===== src/rtl/rle_pkg.sv =====
package rle_pkg;
    localparam int CW  = 10;   // column width
    localparam int RW  = 10;   // row width
    localparam int AW  = 15;   // byte address width (two 16K banks)
    localparam int DW  = 16;   // shared-memory word width
    localparam int SW  = 32;   // foreground sum width
    localparam int NW  = 16;   // per-row run count width

    typedef enum logic [2:0] {
        ST_IDLE, ST_CLR, ST_SCAN, ST_RUN, ST_EOL, ST_SUMLO, ST_SUMHI, ST_SET
    } st_e;

    typedef struct packed {
        st_e            st;
        logic [RW-1:0]  row;
        logic [CW-1:0]  col;
        logic [CW-1:0]  xmin;
        logic [CW-1:0]  xmax;
        logic [RW-1:0]  ymax;
        logic           in_run;
        logic [CW-1:0]  rstart;
        logic [CW-1:0]  rs;
        logic [CW-1:0]  re;
        logic           eol_pend;
        logic [1:0]     idx;
        logic [AW-1:0]  wptr;
        logic [SW-1:0]  sum;
        logic [NW-1:0]  nruns;
    } ctl_t;
endpackage


===== src/rtl/rle_scan_ctrl.sv =====
module rle_scan_ctrl
    import rle_pkg::*;
#(
    parameter logic [AW-1:0] REC_BASE = '0
) (
    input  logic          clk,
    input  logic          rst_n,
    input  logic          start,
    input  logic [CW-1:0] win_xmin,
    input  logic [CW-1:0] win_xmax,
    input  logic [RW-1:0] win_ymin,
    input  logic [RW-1:0] win_ymax,
    input  logic          pix_bit,
    output ctl_t          ctl
);
    ctl_t c_d, c_q;

    always_comb begin
        logic last;
        logic rec;
        c_d  = c_q;
        last = (c_q.col == c_q.xmax);
        rec  = 1'b0;
        unique case (c_q.st)
            ST_IDLE: begin
                if (start) begin
                    c_d.xmin   = win_xmin;
                    c_d.xmax   = win_xmax;
                    c_d.ymax   = win_ymax;
                    c_d.row    = win_ymin;
                    c_d.col    = win_xmin;
                    c_d.sum    = '0;
                    c_d.nruns  = '0;
                    c_d.in_run = 1'b0;
                    c_d.idx    = '0;
                    c_d.wptr   = REC_BASE;
                    c_d.st     = ST_CLR;
                end
            end
            ST_CLR: c_d.st = ST_SCAN;
            ST_SCAN: begin
                if (pix_bit) begin
                    c_d.sum = c_q.sum + 1'b1;
                    if (!c_q.in_run) begin
                        c_d.rstart = c_q.col;
                        c_d.in_run = 1'b1;
                    end
                    if (last) begin
                        c_d.rs     = c_q.in_run ? c_q.rstart : c_q.col;
                        c_d.re     = c_q.col;
                        c_d.in_run = 1'b0;
                        rec        = 1'b1;
                    end
                end else if (c_q.in_run) begin
                    c_d.rs     = c_q.rstart;
                    c_d.re     = c_q.col - 1'b1;
                    c_d.in_run = 1'b0;
                    rec        = 1'b1;
                end
                c_d.col = c_q.col + 1'b1;
                c_d.idx = '0;
                if (rec) begin
                    c_d.st       = ST_RUN;
                    c_d.eol_pend = last;
                    c_d.nruns    = c_q.nruns + 1'b1;
                end else if (last) begin
                    c_d.st = ST_EOL;
                end
            end
            ST_RUN: begin
                c_d.wptr = c_q.wptr + 2'd2;
                c_d.idx  = c_q.idx + 1'b1;
                if (c_q.idx == 2'd2) begin
                    c_d.idx = '0;
                    c_d.st  = c_q.eol_pend ? ST_EOL : ST_SCAN;
                end
            end
            ST_EOL: begin
                c_d.wptr = c_q.wptr + 2'd2;
                c_d.idx  = c_q.idx + 1'b1;
                if (c_q.idx == 2'd2) begin
                    c_d.idx    = '0;
                    c_d.nruns  = '0;
                    c_d.in_run = 1'b0;
                    if (c_q.row == c_q.ymax) begin
                        c_d.st = ST_SUMLO;
                    end else begin
                        c_d.row = c_q.row + 1'b1;
                        c_d.col = c_q.xmin;
                        c_d.st  = ST_SCAN;
                    end
                end
            end
            ST_SUMLO: begin
                c_d.wptr = c_q.wptr + 2'd2;
                c_d.st   = ST_SUMHI;
            end
            ST_SUMHI: c_d.st = ST_SET;
            ST_SET:   c_d.st = ST_IDLE;
            default:  c_d.st = ST_IDLE;
        endcase
    end

    always_ff @(posedge clk) begin
        if (!rst_n) begin
            c_q    <= '0;
            c_q.st <= ST_IDLE;
        end else begin
            c_q <= c_d;
        end
    end

    assign ctl = c_q;
endmodule


===== src/rtl/rle_word_fmt.sv =====
module rle_word_fmt
    import rle_pkg::*;
#(
    parameter logic [AW-1:0] FLAG_ADDR = '1
) (
    input  ctl_t          ctl,
    output logic          we,
    output logic [AW-1:0] addr,
    output logic [DW-1:0] wdata,
    output logic          line_end,
    output logic          pic_end
);
    logic [DW-1:0] row_w;
    assign row_w = DW'(ctl.row);

    always_comb begin
        we    = 1'b1;
        addr  = ctl.wptr;
        wdata = '0;
        unique case (ctl.st)
            ST_CLR: begin addr = FLAG_ADDR; wdata = '0; end
            ST_SET: begin addr = FLAG_ADDR; wdata = DW'(1); end
            ST_RUN: begin
                unique case (ctl.idx)
                    2'd0:    wdata = row_w;
                    2'd1:    wdata = DW'(ctl.rs);
                    default: wdata = DW'(ctl.re);
                endcase
            end
            ST_EOL: begin
                unique case (ctl.idx)
                    2'd0:    wdata = '1;
                    2'd1:    wdata = row_w;
                    default: wdata = DW'(ctl.nruns);
                endcase
            end
            ST_SUMLO: wdata = ctl.sum[DW-1:0];
            ST_SUMHI: wdata = ctl.sum[SW-1:DW];
            default:  we = 1'b0;
        endcase
    end

    assign line_end = (ctl.st == ST_EOL) && (ctl.idx == 2'd2);
    assign pic_end  = (ctl.st == ST_SET);
endmodule


===== src/rtl/rle_window_encoder.sv =====
module rle_window_encoder
    import rle_pkg::*;
#(
    parameter logic [AW-1:0] REC_BASE  = '0,
    parameter logic [AW-1:0] FLAG_ADDR = 15'h7FFE
) (
    input  logic          clk,
    input  logic          rst_n,
    input  logic          start,
    input  logic [CW-1:0] win_xmin,
    input  logic [CW-1:0] win_xmax,
    input  logic [RW-1:0] win_ymin,
    input  logic [RW-1:0] win_ymax,
    output logic          pix_rd,
    output logic [RW-1:0] pix_row,
    output logic [CW-1:0] pix_col,
    input  logic          pix_bit,
    output logic          mem_we,
    output logic [1:0]    mem_be,
    output logic [AW-1:0] mem_addr,
    output logic [DW-1:0] mem_wdata,
    output logic          line_done,
    output logic          pic_done,
    output logic          busy
);
    ctl_t ctl;

    rle_scan_ctrl #(.REC_BASE(REC_BASE)) u_ctrl (
        .clk      (clk),
        .rst_n    (rst_n),
        .start    (start),
        .win_xmin (win_xmin),
        .win_xmax (win_xmax),
        .win_ymin (win_ymin),
        .win_ymax (win_ymax),
        .pix_bit  (pix_bit),
        .ctl      (ctl)
    );

    rle_word_fmt #(.FLAG_ADDR(FLAG_ADDR)) u_fmt (
        .ctl      (ctl),
        .we       (mem_we),
        .addr     (mem_addr),
        .wdata    (mem_wdata),
        .line_end (line_done),
        .pic_end  (pic_done)
    );

    assign mem_be  = mem_we ? 2'b11 : 2'b00;
    assign pix_rd  = (ctl.st == ST_SCAN);
    assign pix_row = ctl.row;
    assign pix_col = ctl.col;
    assign busy    = (ctl.st != ST_IDLE);
endmodule


===== config.mk =====
export PLATFORM = sky130hd
export DESIGN_NAME = rle_window_encoder
export DESIGN_NICKNAME = d
export VERILOG_FILES = /design/src/rtl/rle_pkg.sv /design/src/rtl/rle_scan_ctrl.sv /design/src/rtl/rle_word_fmt.sv /design/src/rtl/rle_window_encoder.sv
export SDC_FILE = /design/constraint.sdc
export NUM_CORES = 1
export LEC_CHECK = 0
export CORE_MARGIN = 10
export CORE_UTILIZATION = 50
export CTS_CLUSTER_DIAMETER = 200
export DETAILED_ROUTE_END_ITERATION = 8
export PLACE_DENSITY_LB_ADDON = 0.25
export SLEW_MARGIN = 25
export SYNTH_ARGS = -nofsm -noshare
export SYNTH_HDL_FRONTEND = slang
export SYNTH_SLANG_ARGS = --single-unit

===== constraint.sdc =====
create_clock -name clk -period 2.8 [get_ports clk]
set_input_delay 0.42 -clock clk [delete_from_list [all_inputs] [get_ports clk]]
set_output_delay 0.42 -clock clk [all_outputs]
set_load 0.05 [all_outputs]

=== Word-level counts from Yosys, hierarchy flattened ===
Cells that the tools add are included.
W data, S select, Z words.

* Bitwise logic cells: 1
* Muxes and demuxes: 38
* Reductions and logical operators: 26
* Add/subtract/negate cells: 7
* Eq/ne operators: 19

{| class="wikitable"
|+ Operators by type and width
! cell !! number
|-
| $mux W20 || 4
|-
| $pmux W16 S5 || 1
|-
| $mux W65 || 1
|-
| $pmux W32 S2 || 1
|-
| $mux W54 || 1
|-
| $pmux W16 S3 || 1
|-
| $pmux W10 S2 || 2
|-
| $add A32 B1 Y32 const B || 1
|-
| $mux W16 || 2
|-
| $mux W32 || 1
|-
| $pmux W16 S2 || 1
|-
| $pmux W10 S3 || 1
|-
| $pmux W15 S2 || 1
|-
| $pmux W3 S8 || 1
|-
| $mux W23 || 1
|-
| $add A10 B1 Y10 const B || 2
|-
| $eq A10 B10 Y1 || 2
|-
| $add A16 B1 Y16 const B || 1
|-
| $reduce_and A4 Y1 || 4
|-
| $add A15 B2 Y15 const B || 1
|-
| $mux W15 || 1
|-
| $mux W3 || 5
|-
| $eq A3 B3 Y1 const B || 4
|-
| $reduce_and A3 Y1 || 4
|-
| other kinds (24) || 47
|}

* Input bits: 44
* Logic and storage cells: 106
* Flip-flop bits (word level): 150

=== Logic depth before layout (Yosys ltp) ===
Gate-level depths: netlist of the first run.

* Word-level depth: 6
* Gate-level depth with buffers: 10
* Depth with buffers taken out: 8

=== Hierarchy ===
A second synthesis of the first run with hierarchy kept.

* Cell total of the unflattened synthesis: 1069
* Area, all modules: 8603.3 sq um

{| class="wikitable"
|+ By module, submodules not included
! module !! cells each !! area each (sq um) !! times used
|-
| rle_scan_ctrl || 928 || 7687.4 || 1
|-
| rle_word_fmt || 137 || 887.1 || 1
|-
| rle_window_encoder || 4 || 28.8 || 1
|}

=== Worst setup path after synthesis of the first run ===
No wires, ideal clock.

* Kind: register to output
* From: reg u_ctrl.c_q (netlist bit u_ctrl.ctl[63])
* To: out mem_wdata[2]
* Buffers on the path: 2
* Required time: 2.380 ns
* Slack: 0.009 ns
* Stages on the path, launching flop included: 7
* Arrival: 2.371 ns
* Cell sequence: dfxtp_1 -> clkbuf_1 -> buf_1 -> mux2i_1 -> nor2_1 -> a21oi_1 -> o21ai_0

* Cells in the longest elaborated chain, start to end: 3

{| class="wikitable"
|+ Ends and longest elaborated chain
! what !! RTL line !! text
|-
| start, declared || rle_scan_ctrl.sv:16 || <nowiki>ctl_t c_d, c_q;</nowiki>
|-
| $eq A2 B1 Y1 / $logic_not A2 Y1 (equally long branches) || rle_word_fmt.sv:24, rle_word_fmt.sv:31 ||
|-
| $pmux W16 S2 / $pmux W10 S2 (equally long branches) || rle_word_fmt.sv:31, rle_word_fmt.sv:24 ||
|-
| $pmux W16 S5 * || rle_word_fmt.sv:20 || <nowiki>unique case (ctl.st)</nowiki>
|-
| end, declared || rle_window_encoder.sv:21 || <nowiki>output logic [DW-1:0] mem_wdata,</nowiki>
|}

Every way passes the cells marked *; elsewhere a longest branch is shown, timed or not.

=== Final worst setup path of the first run ===
* From: reg u_ctrl.c_q (netlist bit u_ctrl.ctl[149])
* To: out pix_rd

* Cells in the longest elaborated chain, start to end: 1

{| class="wikitable"
|+ Ends and longest elaborated chain
! what !! RTL line !! text
|-
| $eq A3 B2 Y1 || rle_window_encoder.sv:50 || <nowiki>assign pix_rd = (ctl.st == ST_SCAN);</nowiki>
|-
| end, declared || rle_window_encoder.sv:14 || <nowiki>output logic pix_rd,</nowiki>
|}

Every way passes these cells.

==> results of run 1 <==
[layout by cell type (no fill, tap or decap), types with 5 or more instances in the layout]
cell type	count
nand4_1	20
or3_1	14
clkdlybuf4s50_1	66
a21oi_1	50
a221o_1	10
o211ai_1	5
o21ai_0	44
nand2_1	155
a221oi_1	12
clkbuf_16	17
and3_1	19
xor2_1	33
mux2i_1	22
xnor2_1	34
nor2b_1	7
ha_1	6
a21boi_0	50
o22ai_1	7
a211oi_1	7
nor3_1	16
nor2_1	87
dfxtp_1	148
a31o_2	6
nand3_1	38
nor2_2	5
nand2b_1	27
and2_1	7
buf_4	50
and4_1	8
o211a_1	23
buf_12	32
o221a_2	5
inv_1	28
[cells by family after synthesis]
| family | count (synthesis) | synth area share |
|---|---|---|
| adders and majority gates | 6 | 0.00890 |
| DFF | 149 | 0.354 |
| and+or+nand+nor | 427 | 0.244 |
| AOI/OAI and AO/OA | 252 | 0.221 |
| muxes | 23 | 0.0274 |
| other | 1 | 0.000444 |
| buffers and inverters | 134 | 0.0752 |
| xor gates and xnor gates | 67 | 0.0696 |
[path summary, 6_finish.rpt]
check,endpoint,depth (start not counted),slack (ps)
hold reg to reg,u_ctrl.ctl[86],2,460
hold / removal,u_ctrl.ctl[86],2,460
setup / recovery,pix_rd,6,160
setup reg to reg,u_ctrl.ctl[131],6,410
[stage by stage]
step                worst slack (ps)  hold WS (ps)  utilization  power [µW]  area (µm²)
floorplan                       8.91           443            -        5660        8440
global placement                 246           450        0.595        7390        9870
detailed placement               180           456        0.595        7440        9870
CTS                           0.0668           460        0.630        9690       10500
global route                    57.0           482        0.632       10200       10500
finish                           159           464        0.632        9700       10500
[layer usage]
layer	track usage	vias to the layer above	routed length (µm)
met5	0	-	0
met4	0.0724	0	485
met3	0.0534	37	1740
met2	0.318	272	10600
met1	0.283	3722	10700
li1	-	3831	-
[cell type report]
cell class                      count  area, µm²  share of cell area
Timing Repair Buffer              149       1680               0.160
Tap cell                          220        275              0.0262
Inverter                           28        105              0.0100
Sequential cell                   149       2980               0.285
Multi-Input combinational cell    776       4860               0.464
Clock buffer                       21        450              0.0429
Clock inverter                     11        126              0.0120
[power breakdown]
group	switching [µW]	internal, µW	leakage (µW)
clock network	924	1340	0.000270
registers	242	2350	0.00121
logic	3000	1850	0.00258
total	4170	5530	0.00406
[critical path, delay by kind of cell (launching register included)]
| family | cells | cell delay, ps |
|---|---|---|
| buffers and inverters | 5 | 1060 |
| and+or+nand+nor | 1 | 370 |
| DFF | 1 | 350 |
[timing repair]
action | CTS | global route
endpoints found under the setup margin | 9 | 24
pin swaps | 0 | 0
resized for setup | 1 | 7
==> flow_metrics.py, run 1 <==
metrics = {
    "outcome": {
        "status": "completed",
    },
    "routing": {
        "dr_total_vias": 7862,
        "drtIter0Drc": 689,
        "wl_per_cell_um": 17.3,
        "drt_pass1_iterations": 5,
        "wirelength_um": 23500,
        "drc": 0,
        "avgViaCountPerCell": 5.81,
        "ant_nets": 0,
    },
    "logic_synthesis": {
        "yosys_warnings": 0,
        "synth_top_area_share": 0.354,
        "netlist_area_um2": 8440,
        "async_reset_ff_frac": 0,
        "syn_inst": 1059,
        "synth_edf_count": 0,
        "syn_nets": 1109,
        "postSynthAreaPerCell_um2": 7.97,
        "synth_common_cells": "nand2_1 (156), dfxtp_1 (149), nor2_1 (88), clkbuf_1 (54)",
        "synth_cell_types": 60,
        "yosysMostFrequentCell": "nand2_1",
        "yosys-top-cells-area": "dfxtp_1 (35%), nand2_1 (6.9%), a21boi_0 (4.4%)",
        "yosysSeqAreaShare": 0.354,
        "synth_ff_type": "dfxtp_1",
        "yosysTopAreaCell": "dfxtp_1",
        "ys_ff_latch": 149,
    },
    "sta": {
        "worst_clock_skew_ps": 7.23,
        "fin_crit_sh": 0.943,
        "worst_pin_slew_ps": 814,
        "finalHoldViolations": 0,
        "rsz0062_at_grt": "no",
        "slew_viol_final": 0,
        "setup_tns_ps": 0,
        "fmax_mhz": 379,
        "fin_crit_ps": 2640,
        "relSlewSlack": 0.452,
        "setup_violations": 0,
    },
    "hold_path": {
        "min_from": "u_ctrl.ctl[86]",
        "min_path_type": "reg -> reg",
    },
    "clock_tree": {
        "h-tree-depth": 4,
        "clock_latency_ps": 430,
        "cts_buffers": 17,
        "ctsHoldBuffers": 0,
        "post_cts_buffers": 0,
        "clockBufferDepth": 2,
        "clkSinkCount": 149,
        "clock-root-buffer": "clkbuf_16",
        "clk_pin_slew_worst_paths_ps": 60,
        "cts_tree": "yes",
    },
    "power_and_ir_drop": {
        "leakagePower_uw": 0.00406,
        "vdd_ir_drop_max_mv": 0.585,
        "p_per_area_nw_per_um2": 925,
    },
    "grt": {
        "first_global_vias": 7187,
        "grt.overflow.total": 0,
        "grtUsageTotal": 0.210,
        "antenna_found_initial": 0,
        "grt_start_max_net_pins": 43,
        "grt_pass1_wl_um": 38000,
    },
    "run": {
        "cap_violations": 0,
    },
    "worst_setup_path": {
        "critPathLaunch": "u_ctrl.ctl[149]",
        "reg2reg_from": "u_ctrl.ctl[143]",
        "cpPeakStageDelay_ps": 370,
        "crit_arrival_ps": 2220,
        "critical_path_class": "reg -> out",
        "worstSetupStartpointType": "flip-flop",
        "crit_path_max_fanout": 15,
        "required_ps": 2380,
        "cp_slowest_cell": "nand3_1",
        "cp_cell_sequence": "buf_4, inv_1, nand3_1, inv_1, buf_4, buf_12",
        "endpoint_kind": "primary output",
    },
    "finish": {
        "nFillCells": 1438,
        "largest_reg_flops": 149,
        "area_growth_syn_to_layout_pct": 24.3,
        "final-instance-count-excl-fill": 1354,
        "antenna_cells": 0,
        "nets": 1171,
        "drive_above_1_share": 0.134,
    },
    "die": {
        "ios": 102,
        "start_util": 0.509,
        "rows": 47,
        "coreArea_um2": 16600,
        "chipWidth_um": 150,
        "die_h_um": 150,
        "die-area_um2": 22500,
    },
    "place": {
        "place_inst": 1322,
        "gp_congestion": 0.893,
        "portBuffers": 100,
        "dpl.hpwl_um": 17000,
    },
}
Note: power is estimated with default switching activity, not from simulation.
==> run 2, diff against run 1 <==
Settings changed: CELL_PAD_IN_SITES_DETAIL_PLACEMENT from default to 1, CELL_PAD_IN_SITES_GLOBAL_PLACEMENT from default to 1, CORE_UTILIZATION 50 to 42.
==> run 2 against run 1 <==
  * Register-to-register slack got worse by 70 ps
  * Sequential share of layout area fell by 0.46 points
  * Largest cell class unchanged
  * Die area rose by 16%
  * Via count rose by 3.1%
  * Combinational power rose by 4.5%
  * Final cell count rose by 4.0%
  * Global-route usage rose by 0.43 points
  * Critical path type unchanged
  * Hold slack improved by 4.3 ps
  * Power rose by 3.7%
==> flow_metrics.py, run 2 (synthesis gave the netlist of run 1 again) <==
metrics = {
    "sta": {
        "worst_clock_skew_ps": 11.9,
        "slew_viol_final": 0,
        "rsz0062_at_grt": "yes",
        "fin_crit_sh": 0.992,
        "finalHoldViolations": 0,
        "fin_crit_ps": 2780,
        "setup_tns_ps": 0,
        "hold_ws_ps": 468,
        "fmax_mhz": 360,
        "worst_pin_slew_ps": 918,
        "relSlewSlack": 0.382,
        "setup_violations": 0,
    },
    "finish": {
        "final_cell_mix": "nand2_1 (156), dfxtp_1 (146), nor2_1 (88), clkdlybuf4s50_1 (66), buf_4 (57)",
        "antenna_cells": 0,
        "finish.utilization": 0.545,
        "finalInstanceArea_um2": 10700,
        "drive_above_1_share": 0.142,
        "largest_reg_flops": 149,
        "nets": 1181,
        "layout.cells.most_common": "nand2_1",
        "area_growth_syn_to_layout_pct": 26.5,
    },
    "worst_setup_path": {
        "cp_cell_sequence": "nor2_1, nand2_1, buf_12, a221oi_1, a221oi_1, o21ai_0, buf_12",
        "required_ps": 2380,
        "reg2regPathDepth": 7,
        "worst-path-buf-inv": 2,
        "cp_top_family": "compound AO/OA/AOI/OAI gates",
        "endpoint_kind": "primary output",
        "critical_path_class": "reg -> out",
        "crit_arrival_ps": 2360,
        "crit_path_max_fanout": 30,
        "rrSetupSlack_ps": 340,
        "cp_slowest_cell": "a221oi_1",
        "cpPeakStageDelay_ps": 540,
        "worstSetupStartpointType": "flip-flop",
        "cp.depth": 7,
    },
    "clock_tree": {
        "cts_buffers": 17,
        "clock_latency_ps": 430,
        "clock-root-buffer": "clkbuf_16",
        "clockBufferDepth": 2,
        "ctsHoldBuffers": 0,
        "h-tree-depth": 4,
        "cts_tree": "yes",
        "clk_pin_slew_worst_paths_ps": 70,
        "clkSinkCount": 149,
    },
    "outcome": {
        "status": "completed",
    },
    "power_and_ir_drop": {
        "p_per_area_nw_per_um2": 943,
        "vdd_ir_drop_max_mv": 0.505,
        "total_power_uw": 10100,
        "leakagePower_uw": 0.00413,
    },
    "die": {
        "die_h_um": 162,
        "rows": 51,
        "die-area_um2": 26200,
        "coreArea_um2": 19600,
        "start_util": 0.431,
        "ios": 102,
        "chipWidth_um": 162,
    },
    "routing": {
        "dr_total_vias": 8104,
        "wirelength_um": 28300,
        "drc": 0,
        "ant_nets": 0,
        "avgViaCountPerCell": 5.76,
        "drt_pass1_iterations": 6,
        "wl_per_cell_um": 20.1,
        "drtIter0Drc": 574,
    },
    "grt": {
        "grt_start_max_net_pins": 70,
        "grt_pass1_wl_um": 45400,
        "first_global_vias": 8282,
        "grt.overflow.total": 0,
        "grtUsageTotal": 0.214,
        "antenna_found_initial": 0,
    },
    "place": {
        "dpl.hpwl_um": 20600,
        "gp_congestion": 0.885,
        "portBuffers": 100,
        "dpl_cell_area_um2": 10000,
    },
    "hold_path": {
        "holdPathStages": 2,
        "min_path_type": "reg -> reg",
    },
    "run": {
        "cap_violations": 0,
    },
}
## run 2: final timing paths
path / startpoint / end
worst max-delay path: u_ctrl.ctl[147] / mem_wdata[2]
worst min-delay path: u_ctrl.ctl[86] / u_ctrl.ctl[86]
worst max register to register: u_ctrl.ctl[129] / u_ctrl.ctl[14]
worst min register to register: u_ctrl.ctl[86] / u_ctrl.ctl[86]
## run 2: worst register-to-register path, cell delays in order, from the launching register on
cell and delay [ps]:
dfxtp_1 350, xor2_1 180, nor4_2 530, a41oi_2 190
buf_4 210, a211oi_1 550, a21oi_1 140, o21a_1 200
## run 2: layer usage
metal	track usage	vias up	wire (µm)
li1	-	3838	-
met1	0.273	3984	12800
met2	0.348	237	13300
met3	0.0551	45	1700
met4	0.0629	0	534
met5	0	-	0
## run 2: what timing repair did
action / CTS / global route
pin swaps: 0 / 1
endpoints found under the setup margin: 7 / 24
resized for setup: 3 / 5
setup buffers: 1 / 1
## run 2: area by class of cell
class	instances	area, µm²
clock buffers	19	443
clock inverters	12	153
fillers	2341	8920
inverters	28	109
multi-input cells	776	4850
flip-flops and latches	149	2990
well taps	265	332
repair buffers	159	1790
## run 2: where the power goes
part,internal (µW),leakage (µW),switching [µW]
Sequential,2350,0.00121,284
Clock,1420,0.000293,934
Combinational,1940,0.00263,3140
## run 2: through the flow
step | cells | setup slack [ps]
final | 1408 | 23.5
after global routing | 1408 | -78.5
after CTS | 1407 | 5.22
after detailed placement | 1375 | 87.3
after global placement | 1375 | 179
after floorplan | 1059 | 8.91
